### src/rtl/hs_mailbox_pkg.sv
package hs_mailbox_pkg;
  localparam int MB_DW    = 32;
  localparam int NSETS    = 2;
  localparam int TRIG_BIT = 8;
  localparam int MASK_OFS = MB_DW / 2;
  localparam int REG_LO   = 2;
  localparam int REG_HI   = 3;

  typedef enum logic [1:0] {
    REG_EN   = 2'd0,
    REG_STAT = 2'd1,
    REG_CMD  = 2'd2,
    REG_DATA = 2'd3
  } regSel_e;

  // Strobes from control to datapath for one register set.
  // enSet/enBit order: {trigger, ackEnable, pendEnable}
  typedef struct packed {
    logic [2:0]       enSet;
    logic [2:0]       enBit;
    logic [1:0]       stClr;
    logic             cmdWe;
    logic             datWe;
    logic [MB_DW-1:0] cmdVal;
    logic [MB_DW-1:0] datVal;
    logic             post;
    logic             ackIn;
  } setStrb_t;
endpackage

### src/rtl/hs_mailbox_ctrl.sv
module hs_mailbox_ctrl
  import hs_mailbox_pkg::*;
#(
  parameter int ADDR_W = 5
) (
  input  logic                       aWrEn,
  input  logic [ADDR_W-1:0]          aAddr,
  input  logic [MB_DW-1:0]           aWdata,
  input  logic                       bWrEn,
  input  logic [ADDR_W-1:0]          bAddr,
  input  logic [MB_DW-1:0]           bWdata,
  input  logic [NSETS-1:0]           pend,
  input  logic [NSETS-1:0]           trig,
  output setStrb_t [NSETS-1:0]       strb
);
  localparam int SET_BIT = ADDR_W - 1;

  logic [NSETS-1:0][1:0] clrV;

  for (genvar k = 0; k < NSETS; k++) begin : g_set
    logic     aHit, bHit;
    regSel_e  aReg, bReg;
    logic     aEn, bEn, aSt, bSt, aCmd, bCmd, aDat, bDat;
    logic [MB_DW-1:0] enVal;
    setStrb_t s;

    assign aHit = aWrEn && (aAddr[SET_BIT] == 1'(k));
    assign bHit = bWrEn && (bAddr[SET_BIT] == 1'(k));
    assign aReg = regSel_e'(aAddr[REG_HI:REG_LO]);
    assign bReg = regSel_e'(bAddr[REG_HI:REG_LO]);

    assign aEn  = aHit && (aReg == REG_EN);
    assign bEn  = bHit && (bReg == REG_EN);
    assign aSt  = aHit && (aReg == REG_STAT);
    assign bSt  = bHit && (bReg == REG_STAT);
    assign aCmd = aHit && (aReg == REG_CMD);
    assign bCmd = bHit && (bReg == REG_CMD);
    assign aDat = aHit && (aReg == REG_DATA);
    assign bDat = bHit && (bReg == REG_DATA);

    // port A wins a same-register collision
    assign enVal   = aEn ? aWdata : bWdata;
    assign clrV[k] = (aSt ? aWdata[1:0] : 2'b00) | (bSt ? bWdata[1:0] : 2'b00);

    always_comb begin
      s        = '0;
      s.enSet  = {enVal[TRIG_BIT+MASK_OFS], enVal[1+MASK_OFS], enVal[MASK_OFS]}
                 & {3{aEn | bEn}};
      s.enBit  = {enVal[TRIG_BIT], enVal[1], enVal[0]};
      s.stClr  = clrV[k];
      s.cmdWe  = (aCmd | bCmd) && !pend[k];
      s.datWe  = (aDat | bDat) && !pend[k];
      s.cmdVal = aCmd ? aWdata : bWdata;
      s.datVal = aDat ? aWdata : bWdata;
      s.post   = trig[k] ? s.datWe : s.cmdWe;
      s.ackIn  = clrV[NSETS-1-k][0] && pend[NSETS-1-k];
    end

    assign strb[k] = s;
  end
endmodule

### src/rtl/hs_mailbox_dpath.sv
module hs_mailbox_dpath
  import hs_mailbox_pkg::*;
#(
  parameter int ADDR_W = 5
) (
  input  logic                   clk,
  input  logic                   rstN,
  input  logic                   swapRoles,
  input  setStrb_t [NSETS-1:0]   strb,
  input  logic [ADDR_W-1:0]      aAddr,
  input  logic [ADDR_W-1:0]      bAddr,
  output logic [MB_DW-1:0]       aRdata,
  output logic [MB_DW-1:0]       bRdata,
  output logic                   irqA,
  output logic                   irqB,
  output logic [NSETS-1:0][1:0]  stat,
  output logic [NSETS-1:0]       trig
);
  localparam int SET_BIT = ADDR_W - 1;

  logic [NSETS-1:0][3:0][MB_DW-1:0] words;
  logic [NSETS-1:0]                 rxIrq;

  for (genvar k = 0; k < NSETS; k++) begin : g_set
    logic [1:0]       enQ;
    logic             trigQ;
    logic [1:0]       statQ;
    logic [MB_DW-1:0] cmdQ, datQ;
    logic [MB_DW-1:0] enWord, stWord;

    always_ff @(posedge clk) begin
      if (!rstN) begin
        enQ   <= '0;
        trigQ <= 1'b0;
        statQ <= '0;
        cmdQ  <= '0;
        datQ  <= '0;
      end else begin
        if (strb[k].enSet[0]) enQ[0] <= strb[k].enBit[0];
        if (strb[k].enSet[1]) enQ[1] <= strb[k].enBit[1];
        if (strb[k].enSet[2]) trigQ  <= strb[k].enBit[2];
        if (strb[k].cmdWe)    cmdQ   <= strb[k].cmdVal;
        if (strb[k].datWe)    datQ   <= strb[k].datVal;
        statQ[0] <= strb[k].post  | (statQ[0] & ~strb[k].stClr[0]);
        statQ[1] <= strb[k].ackIn | (statQ[1] & ~strb[k].stClr[1]);
      end
    end

    always_comb begin
      enWord           = '0;
      enWord[1:0]      = enQ;
      enWord[TRIG_BIT] = trigQ;
      stWord           = '0;
      stWord[1:0]      = statQ;
    end

    assign words[k][REG_EN]   = enWord;
    assign words[k][REG_STAT] = stWord;
    assign words[k][REG_CMD]  = cmdQ;
    assign words[k][REG_DATA] = datQ;
    assign rxIrq[k] = |(statQ & enQ);
    assign stat[k]  = statQ;
    assign trig[k]  = trigQ;
  end

  assign aRdata = words[aAddr[SET_BIT]][aAddr[REG_HI:REG_LO]];
  assign bRdata = words[bAddr[SET_BIT]][bAddr[REG_HI:REG_LO]];

  // default: A receives on set 1, B on set 0
  assign irqA = swapRoles ? rxIrq[0] : rxIrq[1];
  assign irqB = swapRoles ? rxIrq[1] : rxIrq[0];

  logic unusedAddr;
  assign unusedAddr = ^{aAddr[REG_LO-1:0], bAddr[REG_LO-1:0]};
endmodule

### src/rtl/hs_mailbox.sv
module hs_mailbox
  import hs_mailbox_pkg::*;
#(
  parameter int ADDR_W = 5
) (
  input  logic              clk,
  input  logic              rstN,
  input  logic              swapRoles,
  input  logic              aWrEn,
  input  logic [ADDR_W-1:0] aAddr,
  input  logic [MB_DW-1:0]  aWdata,
  output logic [MB_DW-1:0]  aRdata,
  input  logic              bWrEn,
  input  logic [ADDR_W-1:0] bAddr,
  input  logic [MB_DW-1:0]  bWdata,
  output logic [MB_DW-1:0]  bRdata,
  output logic              irqA,
  output logic              irqB
);
  setStrb_t [NSETS-1:0]  strbW;
  logic [NSETS-1:0][1:0] statW;
  logic [NSETS-1:0]      trigW;
  logic [NSETS-1:0]      pendW;

  for (genvar k = 0; k < NSETS; k++) begin : g_pend
    assign pendW[k] = statW[k][0];
  end

  hs_mailbox_ctrl #(.ADDR_W(ADDR_W)) ctrlI (
    .aWrEn(aWrEn), .aAddr(aAddr), .aWdata(aWdata),
    .bWrEn(bWrEn), .bAddr(bAddr), .bWdata(bWdata),
    .pend(pendW), .trig(trigW), .strb(strbW)
  );

  hs_mailbox_dpath #(.ADDR_W(ADDR_W)) dpathI (
    .clk(clk), .rstN(rstN), .swapRoles(swapRoles), .strb(strbW),
    .aAddr(aAddr), .bAddr(bAddr), .aRdata(aRdata), .bRdata(bRdata),
    .irqA(irqA), .irqB(irqB), .stat(statW), .trig(trigW)
  );
endmodule

### config.mk
export PLATFORM = sky130hd
export DESIGN_NAME = hs_mailbox
export DESIGN_NICKNAME = d
export VERILOG_FILES = /design/src/rtl/hs_mailbox_pkg.sv /design/src/rtl/hs_mailbox_ctrl.sv /design/src/rtl/hs_mailbox_dpath.sv /design/src/rtl/hs_mailbox.sv
export SDC_FILE = /design/constraint.sdc
export NUM_CORES = 1
export LEC_CHECK = 0
export BUFFER_PORTS_ARGS = -buffer_cell sky130_fd_sc_hd__buf_2
export CAP_MARGIN = 5
export CORE_MARGIN = 10
export CORE_UTILIZATION = 54
export CTS_CLUSTER_SIZE = 20
export DETAILED_ROUTE_END_ITERATION = 7
export PLACE_DENSITY = 0.84
export SLEW_MARGIN = 20
export SYNTH_ARGS = -nofsm -noshare
export SYNTH_HDL_FRONTEND = slang
export SYNTH_SLANG_ARGS = --single-unit
### constraint.sdc
create_clock -name clk -period 3 [get_ports clk]
set_clock_uncertainty 0.15 [all_clocks]
set_input_delay 0 -clock clk [delete_from_list [all_inputs] [get_ports clk]]
set_output_delay 0 -clock clk [all_outputs]
set_load 0.01 [all_outputs]
==> flow_results.org, run 1 <==
** Synth
- The synthesized netlist occupies a cell area of roughly 8600 µm².
- Mapped Avg Cell Area :: around 10 µm²
- Count of flip-flops with a built-in enable after synthesis :: 0
- Counting flops with an async set or reset pin after synthesis yields a share of 0%.
- Number of flip-flops and latches in the synthesized netlist :: about 140
- Fraction of the yosys area taken by sequential cells :: approximately a third
- Counting instances in the post-synthesis netlist gives the leading cell types as sky130_fd_sc_hd__dfxtp_1, sky130_fd_sc_hd__nand2_1, sky130_fd_sc_hd__mux2i_1, sky130_fd_sc_hd__o22ai_1, sky130_fd_sc_hd__mux4_2.
- Synthesis handed over a netlist of approximately 840 instances.
- Number of warnings printed during yosys synthesis :: 0
- In the post-synthesis netlist, the cell with the most instances is sky130_fd_sc_hd__dfxtp_1.
- Dominant register cell in the synthesized netlist :: sky130_fd_sc_hd__dfxtp_1
- After synthesis, the netlist uses 49 different library cells.
- Largest area contributor in the netlist :: sky130_fd_sc_hd__dfxtp_1
- By area the synthesized netlist is led by sky130_fd_sc_hd__dfxtp_1, sky130_fd_sc_hd__mux4_2, sky130_fd_sc_hd__mux2i_1.
- Syn Nets :: 921
- Top-area cell type share of the netlist area :: approximately 32%

** Routing
- Using the TritonRoute via totals, the vias-per-cell ratio works out to around 6.5.
- For this block, the initial DRC count from the detailed router was around 930.
- Post-DRT Antenna Nets :: 0
- Pre-antenna DRT Iters :: 6
- For this block, the routed nets add up to between 20000 and 30000 µm of wire.
- The final route contains 8317 vias.
- In the routed design, unresolved DRC markers number 0.
- Routed len/inst :: ~24 µm

** Worst setup path
- For this design, the slowest cell found on the critical path is sky130_fd_sc_hd__o21ai_4.
- Critical path endpoint category :: flip-flop
- The setup path with the least slack is of type primary input to flip-flop.
- Most Frequent Cell on Critical Path :: sky130_fd_sc_hd__dlygate4sd3_1
- Along the worst path, the maximum fanout reaches 32.
- CP arrival :: between 2 and 3 ns
- For the worst setup path, the data required time is about 3.2 ns.
- The signal on the critical path passes through dlygate4sd3_1 -> buf_2 -> and4_1 -> o21ai_4 -> o22ai_1 -> dlygate4sd3_1.
- STA classifies the critical path startpoint as a primary input.
- Crit-path max cell delay :: 0.93 ns

** Power and ir drop
- Internal power comes to between 3000 and 4000 µW.
- Share of power burned in registers :: around two fifths
- Power spread over the standard cell area amounts to 435 nW/µm².
- Combinational logic burns between 10% and 20% of the power.
- Net switching power figure :: between 1000 and 1500 µW
- Switching part of the total :: around 27%
- Maximum vdd drop :: ~0.44 mV
- Summed over all cells, the static leakage comes to around 0.0050 µW.
- The clock network is responsible for 40.4% of the overall power.

** Placed design
- Summing all placed instances gives a cell area of slightly above 9000 µm².
- At the end of routability-driven placement, the weighted congestion stood at approximately 0.95.
- Half-perimeter wire length after detailed placement :: 17500 µm
- Prior to clock tree synthesis, the placed netlist has a worst setup slack of about 0.84 ns.
- # port buffers :: 140

** Floorplanning
- Floorplan die height :: about 150 µm
- For this configuration, the core starts out at a cell density of about 55%.
- The die is 146 µm wide.
- In this run the standard cell core region covers 15800 µm².
- The die covers around 21000 µm².
- Placement row count :: 46
- During I/O placement, the number of pins put on the boundary was roughly 150.

** Final layout
- Final Cell Area :: about 11000 µm²
- The post-route netlist has a little over a quarter of its cells at a drive strength greater than 1.
- Compared with the post-synthesis result, the final layout area differs by 26.2%.
- # nets final :: approximately 1100

** CTS
- TritonCTS built the clock tree.
- Cell at the root of the clock tree :: sky130_fd_sc_hd__clkbuf_16
- The clock net in this run drives a total of about 140 sinks.
- Number of buffers between clock root and the deepest sink :: 2
- H-tree depth :: 4
- Counting the buffers created by CTS gives 17.
- Post_cts resized :: 0
- After clock tree synthesis, the clock-pin slew on the worst setup and hold paths is approximately 0.060 ns.
- The clock reaches the later pin of the worst-skew pair after between 0.4 and 0.5 ns.

** Global routing
- Largest net degree at the start of global routing :: around 80
- Global routing used a little over a quarter of the available tracks across all layers.
- Summed over all layers, the global routing overflow is 0.
- Global-route wire length before repair :: roughly 47000 µm
- The initial antenna violation count came to 3.
- The number of global-route vias before repair came to about 8700.

** Timing
- Max-slew headroom at the worst pin :: approximately a fifth
- In the final timing run, aggregate negative setup slack is 0 ns.
- For the finished layout, the period the worst path requires is ~2.6 ns.
- Slew at the pin closest to its max-slew limit :: 1.20 ns
- Max Slew Vio Count :: 0
- Setup violations remaining at the end of the flow were counted as 0.
- Setup repair after global routing missed its margin :: false
- Period Utilization, post-route :: roughly 88%
- The number of hold-slack violations in the final timing report is 0.
- Setup WS post-layout :: ~0.37 ns
- Based on the critical path, the design can be clocked at up to 381 MHz.

** Flow run
- Across the run, the number of max-cap violations was 0.

** Status
- Run status :: completed

** Worst hold path
- Hold crit path type :: primary input to flip-flop
## path summary, 6_finish.rpt
path	startpoint	endpoint	cells past startpoint	slack (ns)
hold reg to reg	dpathI.g_set[1].datQ[11]	dpathI.g_set[1].datQ[11]	2	0.32
setup reg to reg	dpathI.g_set[1].statQ[0]	dpathI.g_set[1].datQ[16]	4	0.65
setup / recovery	bWrEn	dpathI.g_set[1].datQ[16]	6	0.37
hold / removal	aWrEn	dpathI.g_set[1].statQ[1]	4	0.11
## cells in the final DEF (no fill, tap or decap), drive strengths merged, types with 7 or more instances in the layout
cell	instances
and2	58
buf	166
clkbuf	25
dfxtp	138
dlygate4sd3	101
mux2i	132
mux4	66
nand3	10
a21oi	7
nand2	133
o21ai	11
nand2b	7
o22ai	131
## worst max-delay path: cells and delay by family
family                 cells  cell delay [ns]
buffers and inverters      3             1.36
AO/OA/AOI/OAI              2             1.15
AND/OR/NAND/NOR            1             0.28
## through the flow
stage | power [µW] | hold WS, ns | util [%] | instances
2_1_floorplan | 2470 | -0.0573 | - | 842
3_3_place_gp | 2690 | 0.150 | 59.2 | 1140
3_5_place_dp | 2710 | 0.157 | 59.2 | 1140
4_1_cts | 4690 | 0.0790 | 68.9 | 1269
5_1_grt | 4860 | 0.118 | 68.9 | 1270
6_report | 4730 | 0.111 | 68.9 | 1270
## cell type report
| type | instances | area, µm² |
|---|---|---|
| clock buffers | 25 | 505 |
| clock inverters | 3 | 15.0 |
| inverters | 2 | 7.51 |
| repair buffers | 267 | 1950 |
| well taps | 216 | 270 |
| diodes | 1 | 2.50 |
| flip-flops and latches | 138 | 2760 |
| multi-input cells | 618 | 5360 |
| fillers | 1143 | 4900 |
## cells by family (layout without fill, tap and decap cells)
| kind of cell | after synthesis | in the layout | share of synthesized area, % |
|---|---|---|---|
| muxes | 204 | 204 | 33.4 |
| AOI/OAI and AO/OA | 172 | 172 | 13.0 |
| DFF | 138 | 138 | 32.1 |
| other | 0 | 1 | 0 |
| and+or+nand+nor | 242 | 242 | 15.2 |
| buffers and inverters | 86 | 297 | 6.32 |
## routing by layer
metal | up-vias | part of all wire, % | global-route usage, % | routed length (µm)
li1 | 3602 | - | - | -
met1 | 3980 | 36 | 31.5 | 10800
met2 | 622 | 49 | 45.4 | 14600
met3 | 109 | 11 | 7.42 | 3440
met4 | 4 | 3.7 | 13.4 | 1090
met5 | - | 0.090 | 0 | 27
## registers in the layout, indices dropped and copies added, names as in the netlist
signal              count
dpathI.g_set.cmdQ      64
dpathI.g_set.datQ      64
dpathI.g_set.enQ        4
dpathI.g_set.statQ      4
dpathI.g_set.trigQ      2
## power groups by stage
stage | clock network, µW | logic, µW | registers, µW
after floorplan | 0 | 485 | 1990
after global placement | 0 | 693 | 2000
after global routing | 1990 | 895 | 1980
after CTS | 1900 | 817 | 1970
after detailed placement | 0 | 707 | 2010
final | 1910 | 847 | 1970
## timing repair
| action | CTS | global route |
|---|---|---|
| hold buffers | 101 | 0 |
| endpoints found under the hold margin | 138 | 0 |
| buffers inserted | 0 | 0 |
(Power assumes the default switching activity.)
==> run 2, diff against run 1 <==
CTS_BUF_LIST = sky130_fd_sc_hd__clkbuf_16   (was unset)
==> run 2 against run 1 <==
Effect of this change: utilization is 0.32 points lower; non-clock buffer count unchanged; largest cell class unchanged; clock-buffer cell count shrank 8; first-iteration DRC count decreased by 14%; via count increased by 0.18%; routed wire length down 0.93%; sequential share of layout area up 0.12 points; register-to-register slack gained 0.02 ns; worst hold slack lost 0.0055 ns; setup slack got worse by 0.0023 ns; critical path depth stayed put.
==> flow_results.org, run 2 (synthesis gave the netlist of run 1 again) <==
** CTS
- TritonCTS built the clock tree.
- H-tree depth :: 4
- CTS saw about 140 sinks.
- Cell at the root of the clock tree :: sky130_fd_sc_hd__clkbuf_16
- Clock Latency Late Sink :: ~0.44 ns
- Clock Pin Slew Worst Setup and Hold Paths :: 0.06 ns
- Post-CTS repair changed the size of 0 cells.
- The number of clock buffers added by TritonCTS is 17.
- Number of buffers between clock root and the deepest sink :: 2

** Final layout
- Leading registers by flop count :: dpathI.g_set.cmdQ x64, dpathI.g_set.datQ x64
- Commonest cells after routing, fill and taps aside :: sky130_fd_sc_hd__buf_2, sky130_fd_sc_hd__dfxtp_1, sky130_fd_sc_hd__nand2_1
- Cells fill slightly below 70% of the core in the end.
- Final Cell Area :: 10800 µm²
- Cells with a size suffix above 1 make up a little over a quarter of the layout.
- # nets final :: 1123
- The finished layout holds approximately 1300 standard cells, fillers aside.
- From synthesis to final layout, the design area changed by 25.6%.
- Leaving out fill and tap cells, the most frequent cell in the layout is sky130_fd_sc_hd__buf_2.

** Floorplanning
- For this design the top-level I/O count stands at about 150.
- The initialized floorplan defines 46 standard-cell rows.
- Floorplan die height :: about 150 µm
- After floorplanning, the core was sized to cover ~16000 µm².
- Once the floorplan was initialized, standard cells occupied between 50 and 60% of the core.
- The floorplan step set the die width to ~150 µm.
- Overall die area :: around 21000 µm²

** Timing
- Adding up every negative setup slack in the final design gives 0 ns.
- Setup-failing EPs final :: 0
- The number of slew-limit violations in the final report is 0.
- The worst pin sits at a relative slew slack of a little under a fifth.
- Derived from the worst setup path, the maximum achievable clock frequency is 380 MHz.
- The number of hold-slack violations in the final timing report is 0.
- In the finished design, the share of the clock period the worst path needs comes to slightly below 90%.
- Final critical-path required period :: approximately 2.6 ns
- Slew at the pin closest to its max-slew limit :: approximately 1.2 ns
- Setup repair after global routing missed its margin :: false

** Worst setup path
- Of all nets on the critical path, the largest fanout is 32.
- Critical path endpoint category :: flip-flop
- STA classifies the critical path startpoint as a primary input.
- Crit path required time :: around 3.2 ns
- CP arrival :: roughly 2.8 ns
- The worst setup path is of the primary input to flip-flop kind.

** Routing
- The final layout contains routed wiring with a total length of between 20000 and 30000 µm.
- Post-DRT Antenna Nets :: 0
- Before antenna repair, the detailed router went through 6 iterations.
- Vias per std cell :: ~6.6
- Initial detailed-routing violation count :: around 800
- For this block, the via count after detailed routing is ~8300.
- DRC violations left :: 0
- After detailed routing, the average wire length per cell comes to roughly 23 µm.

** Status
- The run finished with clean final reports.

** Placed design
- # port buffers :: 140
- Routability-driven placement finished with a final weighted congestion of ~0.95.
- Half-perimeter wire length after detailed placement :: approximately 17000 µm
- Area after detailed placement :: just over 9000 µm²
- In this run, placement finished with an instance count of approximately 1100.

** Power and ir drop
- Leak :: about 0.0050 µW
- Maximum vdd drop :: 0.445 mV
- Power spread over the standard cell area amounts to ~420 nW/µm².

** Global routing
- In the global route stage, overall resource usage came out at between 20% and 30%.
- Number of antenna violations at the first check in global routing :: 3
- Largest net degree at the start of global routing :: a little over 80
- Grt total ovfl :: 0
- The first global-routing pass estimated about 47000 µm of wire.
- Via count of the first global-routing pass :: 8695

** Worst hold path
- Hold crit path type :: primary input to flip-flop

** Flow run
- Number of violations of the max-capacitance limit :: 0
[run 2: cell types whose count changed in the layout (fill, tap and decap cells not counted), sizes merged]
cell	delta
clkbuf	-8
clkinv	+5
inv	+3
[run 2: repair_timing]
action / CTS / global route
setup buffers: 0 / 0
hold buffers: 101 / 0
hold endpoints to repair: 138 / 0
setup endpoints to repair: 0 / 0
[run 2: path summary, 6_finish.rpt]
check | start | to | slack (ns) | cells after the start
max reg2reg | dpathI.g_set[1].statQ[0] | dpathI.g_set[1].datQ[16] | 0.67 | 4
min reg2reg | dpathI.g_set[1].datQ[11] | dpathI.g_set[1].datQ[11] | 0.32 | 2
min | aWrEn | dpathI.g_set[1].statQ[1] | 0.11 | 4
max | bWrEn | dpathI.g_set[1].datQ[16] | 0.37 | 6
[run 2: layout make-up]
class                           instances  area [µm²]
Multi-Input combinational cell        618        5360
Fill cell                            1160        4950
Sequential cell                       138        2760
Timing Repair Buffer                  267        1950
Clock buffer                           17         425
Tap cell                              216         270
Clock inverter                         11        45.0
Inverter                                2        7.51
Antenna cell                            1        2.50
[run 2: per-stage QoR]
step | hold WS (ns) | power [µW] | setup WS [ns]
2_1_floorplan | -0.0573 | 2470 | 1.77
3_3_place_gp | 0.150 | 2690 | 0.849
3_5_place_dp | 0.157 | 2710 | 0.840
4_1_cts | 0.0746 | 4550 | 0.561
5_1_grt | 0.115 | 4710 | 0.387
6_report | 0.105 | 4590 | 0.372
[run 2: worst max-delay path, stage by stage]
cell                            delay [ns]
sky130_fd_sc_hd__dlygate4sd3_1        0.54
sky130_fd_sc_hd__buf_2                0.21
sky130_fd_sc_hd__and4_1               0.28
sky130_fd_sc_hd__o21ai_4              0.94
sky130_fd_sc_hd__o22ai_1              0.22
sky130_fd_sc_hd__dlygate4sd3_1        0.61
[run 2: routing by layer]
metal	vias to the layer above	share of wire [%]	global-route usage, %	wire length, µm
met5	-	0.091	0	27
met3	107	11	7.01	3200
li1	3608	-	-	-
met2	586	49	44.8	14500
met4	4	3.7	13.7	1100
met1	4027	36	31.4	10800
[run 2: power by group]
group          internal (µW)  switching, µW
clock                   1000            767
sequential              1910           60.7
combinational            402            443
total                   3310           1270
==> run 3, diff against run 2 <==
REMOVE_ABC_BUFFERS = 1   (was unset)
==> run 3 against run 2 <==
Effect of this change: utilization up 0.63 points; via count down 0.40%; routed wire length down 2.4%; highest routed layer is now met4; sequential share of layout area down 0.23 points; worst hold slack worse by 0.0036 ns; setup slack better by 0.096 ns.
==> flow_results.org, run 3 (synthesis gave the netlist of run 1 again) <==
** Global routing
- The global routing stage identified its most utilized layer as met2.
- Global-route wire length before repair :: roughly 46000 µm
- Global routing used 30.6% of the available met1 tracks.
- Grt total ovfl :: 0
- GRT Overall Usage :: 26.3%
- Largest net degree at the start of global routing :: 94
- The initial antenna violation count is 0.
- Met3 GRT Util :: about 6%
- Met2 Track Usage GR :: roughly 45%
- The number of global-route vias before repair came to around 8600.

** Routing
- In this run the remaining antenna-violating nets after routing total 0.
- Final wirelength :: ~29000 µm
- In the final routed layout, each cell accounts on average for between 20 and 25 µm.
- The first detailed-routing pass ran for 5 iterations.
- In the routed design, unresolved DRC markers number 0.
- In the routed layout, each cell is associated on average with a via count of 6.54.
- The routed layout has between 8000 and 9000 vias.
- Initial detailed-routing violation count :: slightly above 900

** Final layout
- Fill cells in the final layout number about 1200.
- In the final layout, the share of cells above drive strength 1 is approximately 27%.
- Leading registers by flop count :: dpathI.g_set.cmdQ x64, dpathI.g_set.datQ x64
- Leaving out filler cells and counting taps, the final layout contains 1269.
- The area growth from synthesis to layout is 26.8%.
- # nets final :: between 1000 and 1500
- N_diodes :: 0
- The library cells used most frequently in the layout, excluding fill and tap cells, are sky130_fd_sc_hd__dfxtp_1, sky130_fd_sc_hd__buf_2, sky130_fd_sc_hd__nand2_1.
- The multi-input combinational cells in the finished layout cover a total of approximately 5400 µm².
- Registers take 2760 µm².

** Timing
- In this run the tightest slew margin relative to its limit is a little under a third.
- Peak Freq :: ~390 MHz
- Setup violations remaining at the end of the flow were counted as 0.
- For the pin with the worst max-slew slack, the measured transition is between 1 and 1.5 ns.
- Setup repair after global routing missed its margin :: false
- The number of hold-slack violations in the final timing report came to 0.
- In the finished design, the share of the clock period the worst path needs comes to 84.4%.
- Final critical-path required period :: 2.53 ns
- Max Slew Vio Count :: 0
- Total Neg Setup Slack :: 0 ns

** CTS
- Number of buffers between clock root and the deepest sink :: 2
- Clock tree sinks :: between 100 and 150
- Clock Latency Late Sink :: around 0.44 ns
- TritonCTS built the clock tree.
- H-tree depth :: 4
- After clock tree synthesis, the clock-pin slew on the worst setup and hold paths is 0.06 ns.
- Post_cts resized :: 0
- Num CTS Buffers :: 17
- Cell at the root of the clock tree :: sky130_fd_sc_hd__clkbuf_16

** Flow run
- Number of violations of the max-capacitance limit :: 0

** Worst setup path
- Crit-path max cell delay :: between 0.7 and 0.8 ns
- Data on the critical path is required at its endpoint by 3.10 ns.
- Worst Setup Start Kind :: primary input
- CP Class :: primary input to flip-flop
- Crit path buffers/inverters :: 3
- Cell Chain, Critical Path :: buf_2 -> buf_4 -> nand4b_4 -> mux2i_1 -> dlygate4sd3_1 -> o22ai_1
- CP arrival :: ~2.6 ns
- Master of the slowest instance on the critical path :: sky130_fd_sc_hd__nand4b_4
- Critical path endpoint category :: flip-flop
- Largest fanout on the critical path :: 31
- Broken down by cell family, the worst path's largest delay share belongs to buffers and inverters.

** Floorplanning
- 145 I/O pins were placed.
- The die covers roughly 21000 µm².
- The floorplan has 46 rows.
- The floorplan step set the die height to 146 µm.
- In this run the standard cell core region covers roughly 16000 µm².
- For this configuration, the core starts out at a cell density of a little over half.
- Die boundary width :: around 150 µm

** Placed design
- Detailed placement ended at an HPWL of about 17000 µm.
- Once placement completed, the tool counted placed cells totaling 1135.
- Final Wtd Congestion :: approximately 0.86
- # port buffers :: 140

** Power and ir drop
- In this run the power density over the cells is around 450 nW/µm².
- Leak :: approximately 0.005 µW
- IR analysis of the VDD net gives a maximum drop of ~0.43 mV.

** Status
- The flow ran to the end, and the final reports show no timing, DRC or antenna violations.

** Worst hold path
- The min-delay analysis places its worst path in the category primary input to flip-flop.
run 3: metal layers:
layer	share of wire [%]	routed length, µm
met1	38	10900
met2	50	14500
met5	0	0
met3	8.9	2580
met4	3.2	916
run 3: worst min-delay path, cell delays in order:
cell and delay [ns]:
sky130_fd_sc_hd__buf_2 0.25, sky130_fd_sc_hd__nand3_1 0.14, sky130_fd_sc_hd__o22ai_1 0.10, sky130_fd_sc_hd__o221ai_1 0.16
run 3: repair_timing:
action	in CTS	in global routing
hold buffers	102	0
endpoints found under the hold margin	138	0
buffers inserted	0	0
run 3: per-stage QoR:
stage | utilization (%) | setup WS, ns | power [µW] | hold WS, ns | cell area (µm²)
finish | 69.2 | 0.468 | 4930 | 0.102 | 10900
CTS | 69.2 | 0.651 | 4900 | 0.0865 | 10900
detailed placement | 59.1 | 0.624 | 2710 | 0.156 | 9310
global placement | 59.1 | 0.707 | 2690 | 0.150 | 9310
global route | 69.2 | 0.385 | 5070 | 0.116 | 10900
floorplan | - | 0.754 | 2350 | -0.0725 | 8080
run 3: final timing paths:
check | start | endpoint | slack, ns | cells after the start
max | aAddr[3] | dpathI.g_set[1].cmdQ[19] | 0.47 | 6
min | aWrEn | dpathI.g_set[1].statQ[0] | 0.10 | 4
max reg2reg | dpathI.g_set[1].statQ[0] | dpathI.g_set[1].cmdQ[19] | 1.14 | 2
min reg2reg | dpathI.g_set[1].cmdQ[30] | dpathI.g_set[1].cmdQ[30] | 0.32 | 2
run 3: where the power goes:
part           switching (µW)  internal, µW
Clock                     832          1290
Sequential               60.3          1910
Combinational             437           401
run 3: cell type report:
class / instances / area share, %
multi-input cells: 618 / 49.1
well taps: 216 / 2.48
clock inverters: 15 / 1.46
clock buffers: 17 / 3.90
inverters: 2 / 0.0688
repair buffers: 263 / 17.7
flip-flops and latches: 138 / 25.3
